File: config.mk
export PLATFORM = sky130hd
export DESIGN_NAME = ilim_foldback
export DESIGN_NICKNAME = d
export VERILOG_FILES = /design/src/rtl/ilim_pkg.sv /design/src/rtl/ilim_region.sv /design/src/rtl/ilim_integrator.sv /design/src/rtl/ilim_shaper.sv /design/src/rtl/ilim_foldback.sv
export SDC_FILE = /design/constraint.sdc
export NUM_CORES = 1
export LEC_CHECK = 0
export ABC_AREA = 1
export BUFFER_PORTS_ARGS = -buffer_cell sky130_fd_sc_hd__buf_2
export CAP_MARGIN = 20
export CORE_MARGIN = 2
export CORE_UTILIZATION = 25
export DETAILED_ROUTE_END_ITERATION = 8
export PLACE_DENSITY = 0.42
export SLEW_MARGIN = 25
export SYNTH_ARGS = -nofsm -noshare
export SYNTH_HDL_FRONTEND = slang
export SYNTH_SLANG_ARGS = --single-unit
File: constraint.sdc
create_clock -name clk -period 6.45 [get_ports clk]
set_clock_uncertainty 0.15 [all_clocks]
set_input_delay 1.935 -clock clk [delete_from_list [all_inputs] [get_ports clk]]
set_output_delay 1.935 -clock clk [all_outputs]
set_load 0.1 [all_outputs]
File: src/rtl/ilim_pkg.sv
package ilim_pkg;
  typedef enum logic [1:0] {
    RG_NORMAL   = 2'd0,
    RG_MODERATE = 2'd1,
    RG_SEVERE   = 2'd2
  } region_e;
endpackage

File: src/rtl/ilim_region.sv
module ilim_region
  import ilim_pkg::*;
(
  input  logic    clk,
  input  logic    rst_n,
  input  logic    trip_lo_i,
  input  logic    trip_hi_i,
  output region_e region_o
);
  region_e region_q;

  always_ff @(posedge clk) begin
    if (!rst_n)         region_q <= RG_NORMAL;
    else if (trip_hi_i) region_q <= RG_SEVERE;
    else if (trip_lo_i) region_q <= RG_MODERATE;
    else                region_q <= RG_NORMAL;
  end

  assign region_o = region_q;

  a_r4_severe_wins: assert property (@(posedge clk) disable iff (!rst_n)
    trip_hi_i |=> region_q == RG_SEVERE);
endmodule

File: src/rtl/ilim_integrator.sv
module ilim_integrator #(
  parameter int AW        = 12,
  parameter int XW        = 4,
  parameter int CHG_STEP  = 16,
  parameter int DIS_SHIFT = 2
) (
  input  logic          clk,
  input  logic          rst_n,
  input  logic          trip_lo_i,
  input  logic          trip_hi_i,
  input  logic [XW-1:0] excess_i,
  input  logic [AW-1:0] floor_i,
  output logic [AW-1:0] acc_o
);
  localparam logic [AW-1:0] ACC_MAX = '1;

  logic [AW-1:0] acc_q;
  logic [AW:0]   dec;
  logic [AW:0]   rise;
  logic [AW:0]   low_bound;
  logic [AW-1:0] acc_d;

  always_comb begin
    dec       = (AW+1)'(excess_i) << DIS_SHIFT;
    rise      = {1'b0, acc_q} + (AW+1)'(CHG_STEP);
    low_bound = {1'b0, floor_i} + dec;
    if (trip_hi_i)
      acc_d = floor_i;
    else if (trip_lo_i)
      acc_d = ({1'b0, acc_q} <= low_bound) ? floor_i : AW'({1'b0, acc_q} - dec);
    else
      acc_d = (rise > {1'b0, ACC_MAX}) ? ACC_MAX : rise[AW-1:0];
  end

  always_ff @(posedge clk) begin
    if (!rst_n) acc_q <= ACC_MAX;
    else        acc_q <= acc_d;
  end

  assign acc_o = acc_q;

  a_r2_charge_up: assert property (@(posedge clk) disable iff (!rst_n)
    (!trip_lo_i && !trip_hi_i && acc_q != ACC_MAX) |=> acc_q > $past(acc_q));
  a_r3_no_rise: assert property (@(posedge clk) disable iff (!rst_n)
    (trip_lo_i && !trip_hi_i) |=> acc_q <= $past(acc_q) || acc_q == $past(floor_i));
  a_r4_to_floor: assert property (@(posedge clk) disable iff (!rst_n)
    trip_hi_i |=> acc_q == $past(floor_i));
endmodule

File: src/rtl/ilim_shaper.sv
module ilim_shaper
  import ilim_pkg::*;
#(
  parameter int AW         = 12,
  parameter int DW         = 8,
  parameter int DIVW       = 3,
  parameter int DUTY_MIN   = 16,
  parameter int DUTY_SHIFT = 2,
  parameter int FOLD_SHIFT = 6,
  parameter int DIV_MAX    = 5
) (
  input  region_e         region_i,
  input  logic [AW-1:0]   acc_i,
  input  logic [AW-1:0]   duty_knee_i,
  input  logic [AW-1:0]   fold_knee_i,
  output logic [DW-1:0]   duty_o,
  output logic [DIVW-1:0] div_o,
  output logic            stop_o
);
  localparam logic [DW-1:0]   DUTY_FULL = '1;
  localparam logic [DIVW-1:0] DIV_ONE   = DIVW'(1);

  logic [AW-1:0] above_fold;
  logic [AW-1:0] below_fold;
  logic [AW:0]   duty_sum;
  logic [AW-1:0] steps;

  always_comb begin
    above_fold = acc_i - fold_knee_i;
    below_fold = fold_knee_i - acc_i;
    duty_sum   = (AW+1)'(above_fold >> DUTY_SHIFT) + (AW+1)'(DUTY_MIN);
    steps      = below_fold >> FOLD_SHIFT;
    duty_o     = DUTY_FULL;
    div_o      = DIV_ONE;
    if (region_i != RG_NORMAL) begin
      if (acc_i >= duty_knee_i) begin
        duty_o = DUTY_FULL;
      end else if (acc_i > fold_knee_i) begin
        duty_o = (duty_sum >= (AW+1)'(DUTY_FULL)) ? DUTY_FULL : duty_sum[DW-1:0];
      end else begin
        duty_o = DW'(DUTY_MIN);
        div_o  = (steps >= AW'(DIV_MAX - 1)) ? DIVW'(DIV_MAX)
                                              : DIV_ONE + steps[DIVW-1:0];
      end
    end
    stop_o = (region_i == RG_SEVERE);
  end
endmodule

File: src/rtl/ilim_foldback.sv
module ilim_foldback
  import ilim_pkg::*;
#(
  parameter int AW         = 12,
  parameter int DW         = 8,
  parameter int XW         = 4,
  parameter int DIVW       = 3,
  parameter int CHG_STEP   = 16,
  parameter int DIS_SHIFT  = 2,
  parameter int DUTY_MIN   = 16,
  parameter int DUTY_SHIFT = 2,
  parameter int FOLD_SHIFT = 6,
  parameter int DIV_MAX    = 5
) (
  input  logic            clk,
  input  logic            rst_n,
  input  logic            trip_lo_i,
  input  logic            trip_hi_i,
  input  logic [XW-1:0]   excess_i,
  input  logic [AW-1:0]   cfg_floor_i,
  input  logic [AW-1:0]   cfg_duty_knee_i,
  input  logic [AW-1:0]   cfg_fold_knee_i,
  output logic [DW-1:0]   duty_lim_o,
  output logic [DIVW-1:0] fold_div_o,
  output logic            stop_o
);
  localparam logic [DW-1:0] DUTY_FULL = '1;

  region_e       region;
  logic [AW-1:0] acc;

  ilim_region u_region (
    .clk      (clk),
    .rst_n    (rst_n),
    .trip_lo_i(trip_lo_i),
    .trip_hi_i(trip_hi_i),
    .region_o (region)
  );

  ilim_integrator #(
    .AW(AW), .XW(XW), .CHG_STEP(CHG_STEP), .DIS_SHIFT(DIS_SHIFT)
  ) u_integ (
    .clk      (clk),
    .rst_n    (rst_n),
    .trip_lo_i(trip_lo_i),
    .trip_hi_i(trip_hi_i),
    .excess_i (excess_i),
    .floor_i  (cfg_floor_i),
    .acc_o    (acc)
  );

  ilim_shaper #(
    .AW(AW), .DW(DW), .DIVW(DIVW), .DUTY_MIN(DUTY_MIN),
    .DUTY_SHIFT(DUTY_SHIFT), .FOLD_SHIFT(FOLD_SHIFT), .DIV_MAX(DIV_MAX)
  ) u_shaper (
    .region_i   (region),
    .acc_i      (acc),
    .duty_knee_i(cfg_duty_knee_i),
    .fold_knee_i(cfg_fold_knee_i),
    .duty_o     (duty_lim_o),
    .div_o      (fold_div_o),
    .stop_o     (stop_o)
  );

  a_r4_stop_next: assert property (@(posedge clk) disable iff (!rst_n)
    trip_hi_i |=> stop_o);
  a_r8_release: assert property (@(posedge clk) disable iff (!rst_n)
    (!trip_lo_i && !trip_hi_i) |=> (duty_lim_o == DUTY_FULL && fold_div_o == DIVW'(1) && !stop_o));
  a_r7_fold_after_min: assert property (@(posedge clk) disable iff (!rst_n)
    (fold_div_o != DIVW'(1)) |-> (duty_lim_o == DW'(DUTY_MIN)));
  a_r7_div_range: assert property (@(posedge clk) disable iff (!rst_n)
    (fold_div_o >= DIVW'(1)) && (fold_div_o <= DIVW'(DIV_MAX)));
endmodule

==> metrics.txt <==
CTS Sinks=14; crit path from=cfg_fold_knee_i[4]; Mean Syn Cell Area=6.03 um^2; critical path capture point type=output port; r2r startpoint=u_integ.acc_o[4]; switching share of total power=50.8%; routed wire length=10,800 um; starting density of the core=25.5%; buffers added on ports=55; clock network fraction of total power=15.4%; CP max stage cell=ha_4; Critical Path End=duty_lim_o[2]; clk slew on worst S/H paths=0.05 ns; Setup crit start kind=input pin; DR iter-0 viols=108; # rows=44; Worst R2R Setup Slack=3.49 ns; Mapped Cells=612; worst min-delay path startpoint=u_integ.acc_o[0]; core region area=0.0145 mm^2; Unique masters post-synth=42; Max Root-Sink Buffers=2; DRC Markers=0; YS warnings=0; status=complete, no violations; CTS buffer count=3; Max Cap Violations=0; WP data arrival=4.13 ns; Worst Tran Pin Value=0.683 ns; Synth Cell Area=0.00369 mm^2; initial antenna violation count=0; Root Driver=clkbuf_16; first-pass GRT wire length=18,300 um; fin nets=775; vias in the first global route=3,937; die area=0.0158 mm^2; final slew viol count=0; routability cong.=0.885; final hold slack=0.382 ns; Avg WL per Cell=12.7 um; count of final setup violators=0; number of synthesized flops with an enable pin=0; Area Overhead vs Synth=24.4%; Tmin final=6.21 ns; number of I/O pins=56; CP top delay family=simple AND/OR/NAND/NOR gates; HPWL Detailed=9650 um; die width=126 um; Vert. Die Dim=126 um; Psw=0.435 mW; GRT overflow=0; CTS tree=done; final hold vios=0; Reg power frac=14.0%; worst skew pair latency=0.25 ns; RSZ-0062 raised after global routing=no; Initial DRT Pass Iterations=4; Routed Antenna Nets=0; fmax=161 MHz; relative slew slack=54.3%; Post-Syn Nets=719; Worst Hold Class=reg2reg; Util after Layout=31.7%; Post-synth top flop=dfxtp_1; Combinational Power Share=70.6%; cell mode on critical path=nand2_1; RR Endpoint=u_integ.acc_o[1]; CP peak stage delay=0.32 ns; vias=3,877; largest net degree at the start of global routing=16; ant diodes=0; Seq cells post-synth=14; CP bufs+invs=4; Stages on worst setup path=20; GRT Overall Usage=13.9%; H-Tree Depth=1; Int Power=0.421 mW; pwr dens=186 mW/mm^2; WS Path Type=in2out; critical-path cell list=buf_2, inv_1, ha_4, nand2_2, nor2_4, nand2_2, nand2_1, nand2_1, nand2_2, ha_4, inv_1, nand2_1, nand2_1, nand4_1, nand2_2, nor2_4, nand3_1, nand2_1, nand2_1, buf_12; critical path data required time=4.37 ns; Leakage=2.47 nW; layout cells sized above 1=19.0%; register area share after synthesis=7.59%; Async S/R FF share, synth=0%; Post-Layout Cell Count=851; DR vias/cell=4.56; placed cells=842; Peak VDD IR=0.0000883 V; period utilization=96.3%; hold buffers post-CTS=0; reg2reg path depth=14; CP max FO=8; setup TNS=0 ns
worst register-to-register path, delay by kind of cell, from the launching register on:
kind | cells | cell delay, ns
xor gates and xnor gates | 1 | 0.21
adders and majority gates | 1 | 0.26
buffers and inverters | 1 | 0.05
DFF | 1 | 0.56
and+or+nand+nor | 11 | 1.61
power by group through the flow:
stage / clock [mW] / sequential (mW) / combinational, mW
floorplan: 0 / 0.112 / 0.452
global placement: 0 / 0.122 / 0.586
detailed placement: 0 / 0.122 / 0.592
CTS: 0.134 / 0.120 / 0.594
global route: 0.138 / 0.123 / 0.689
finish: 0.131 / 0.120 / 0.605
cells by family (layout without fill, tap and decap cells):
logic type | after synthesis | in the layout | synth area share [%]
buf+inv | 118 | 173 | 12.7
flops | 14 | 14 | 7.59
compound gates | 69 | 69 | 11.4
xor+xnor | 26 | 26 | 6.17
simple gates | 322 | 322 | 40.4
fa+ha+maj | 63 | 63 | 21.8
worst min-delay path by stage:
stage	endpoint	slack (ns)	depth (start not counted)
3_5_place_dp	u_integ.acc_o[0]	0.38	2
2_1_floorplan	u_integ.acc_o[0]	0.31	2
3_3_place_gp	u_integ.acc_o[0]	0.37	2
4_1_cts	u_integ.acc_o[0]	0.39	2
5_1_grt	u_integ.acc_o[0]	0.42	2
6_report	u_integ.acc_o[0]	0.38	2
routing by layer:
| layer | wire, um | part of all wire (%) | GRT usage, % |
|---|---|---|---|
| met2 | 5700 | 53 | 27.6 |
| met3 | 219 | 2.0 | 0.813 |
| met4 | 162 | 1.5 | 3.53 |
| met5 | 0 | 0 | 0 |
| met1 | 4710 | 44 | 15.9 |
registers in the layout, indices dropped and copies added, names as in the netlist:
name and flops:
u_integ.acc_o 12, u_region.region_o 2
layout by cell type (no fill, tap or decap), drive strengths merged, types with 2 or more instances in the layout:
| cell type | count |
|---|---|
| clkbuf | 4 |
| nor2 | 61 |
| a31oi | 3 |
| xor2 | 22 |
| xnor2 | 4 |
| nand3 | 58 |
| o21ai | 10 |
| o21bai | 4 |
| nor3 | 8 |
| a211oi | 3 |
| ha | 61 |
| buf | 63 |
| nand2 | 169 |
| dfxtp | 14 |
| nand3b | 6 |
| inv | 106 |
| fa | 2 |
| o21a | 2 |
| a21oi | 40 |
| nand4 | 17 |
| a21boi | 2 |
cells in the mapped netlist, drive strengths merged, types with 4 or more instances:
master	n	area, um^2
nand2	169	679
inv	106	398
ha	61	763
nor2	61	274
nand3	58	305
a21oi	40	208
xor2	22	193
nand4	17	106
dfxtp	14	280
o21ai	10	50.0
buf	9	60.1
nor3	8	50.1
nand3b	6	57.6
o21bai	4	30.0
xnor2	4	35.0
cell type report:
cell class | count | area [um^2]
Clock buffer | 4 | 88.8
Fill cell | 1634 | 9880
Inverter | 106 | 398
Multi-Input combinational cell | 480 | 3100
Sequential cell | 14 | 280
Tap cell | 184 | 230
Timing Repair Buffer | 63 | 500
through the flow:
stage / total power [mW] / area [um^2] / setup WS [ns]
2_1_floorplan: 0.564 / 3790 / 0.00958
3_3_place_gp: 0.708 / 4410 / 0.123
3_5_place_dp: 0.713 / 4410 / 0.114
4_1_cts: 0.849 / 4500 / 0.113
5_1_grt: 0.950 / 4590 / 0.0363
6_report: 0.856 / 4590 / 0.239
timing repair:
item	4_1_cts	5_1_grt
buffers inserted	0	5
gates resized for setup	0	15
setup endpoints to repair	0	9
endpoints found under the hold margin	0	0
No activity file was read; power rests on OpenSTA's default activity.
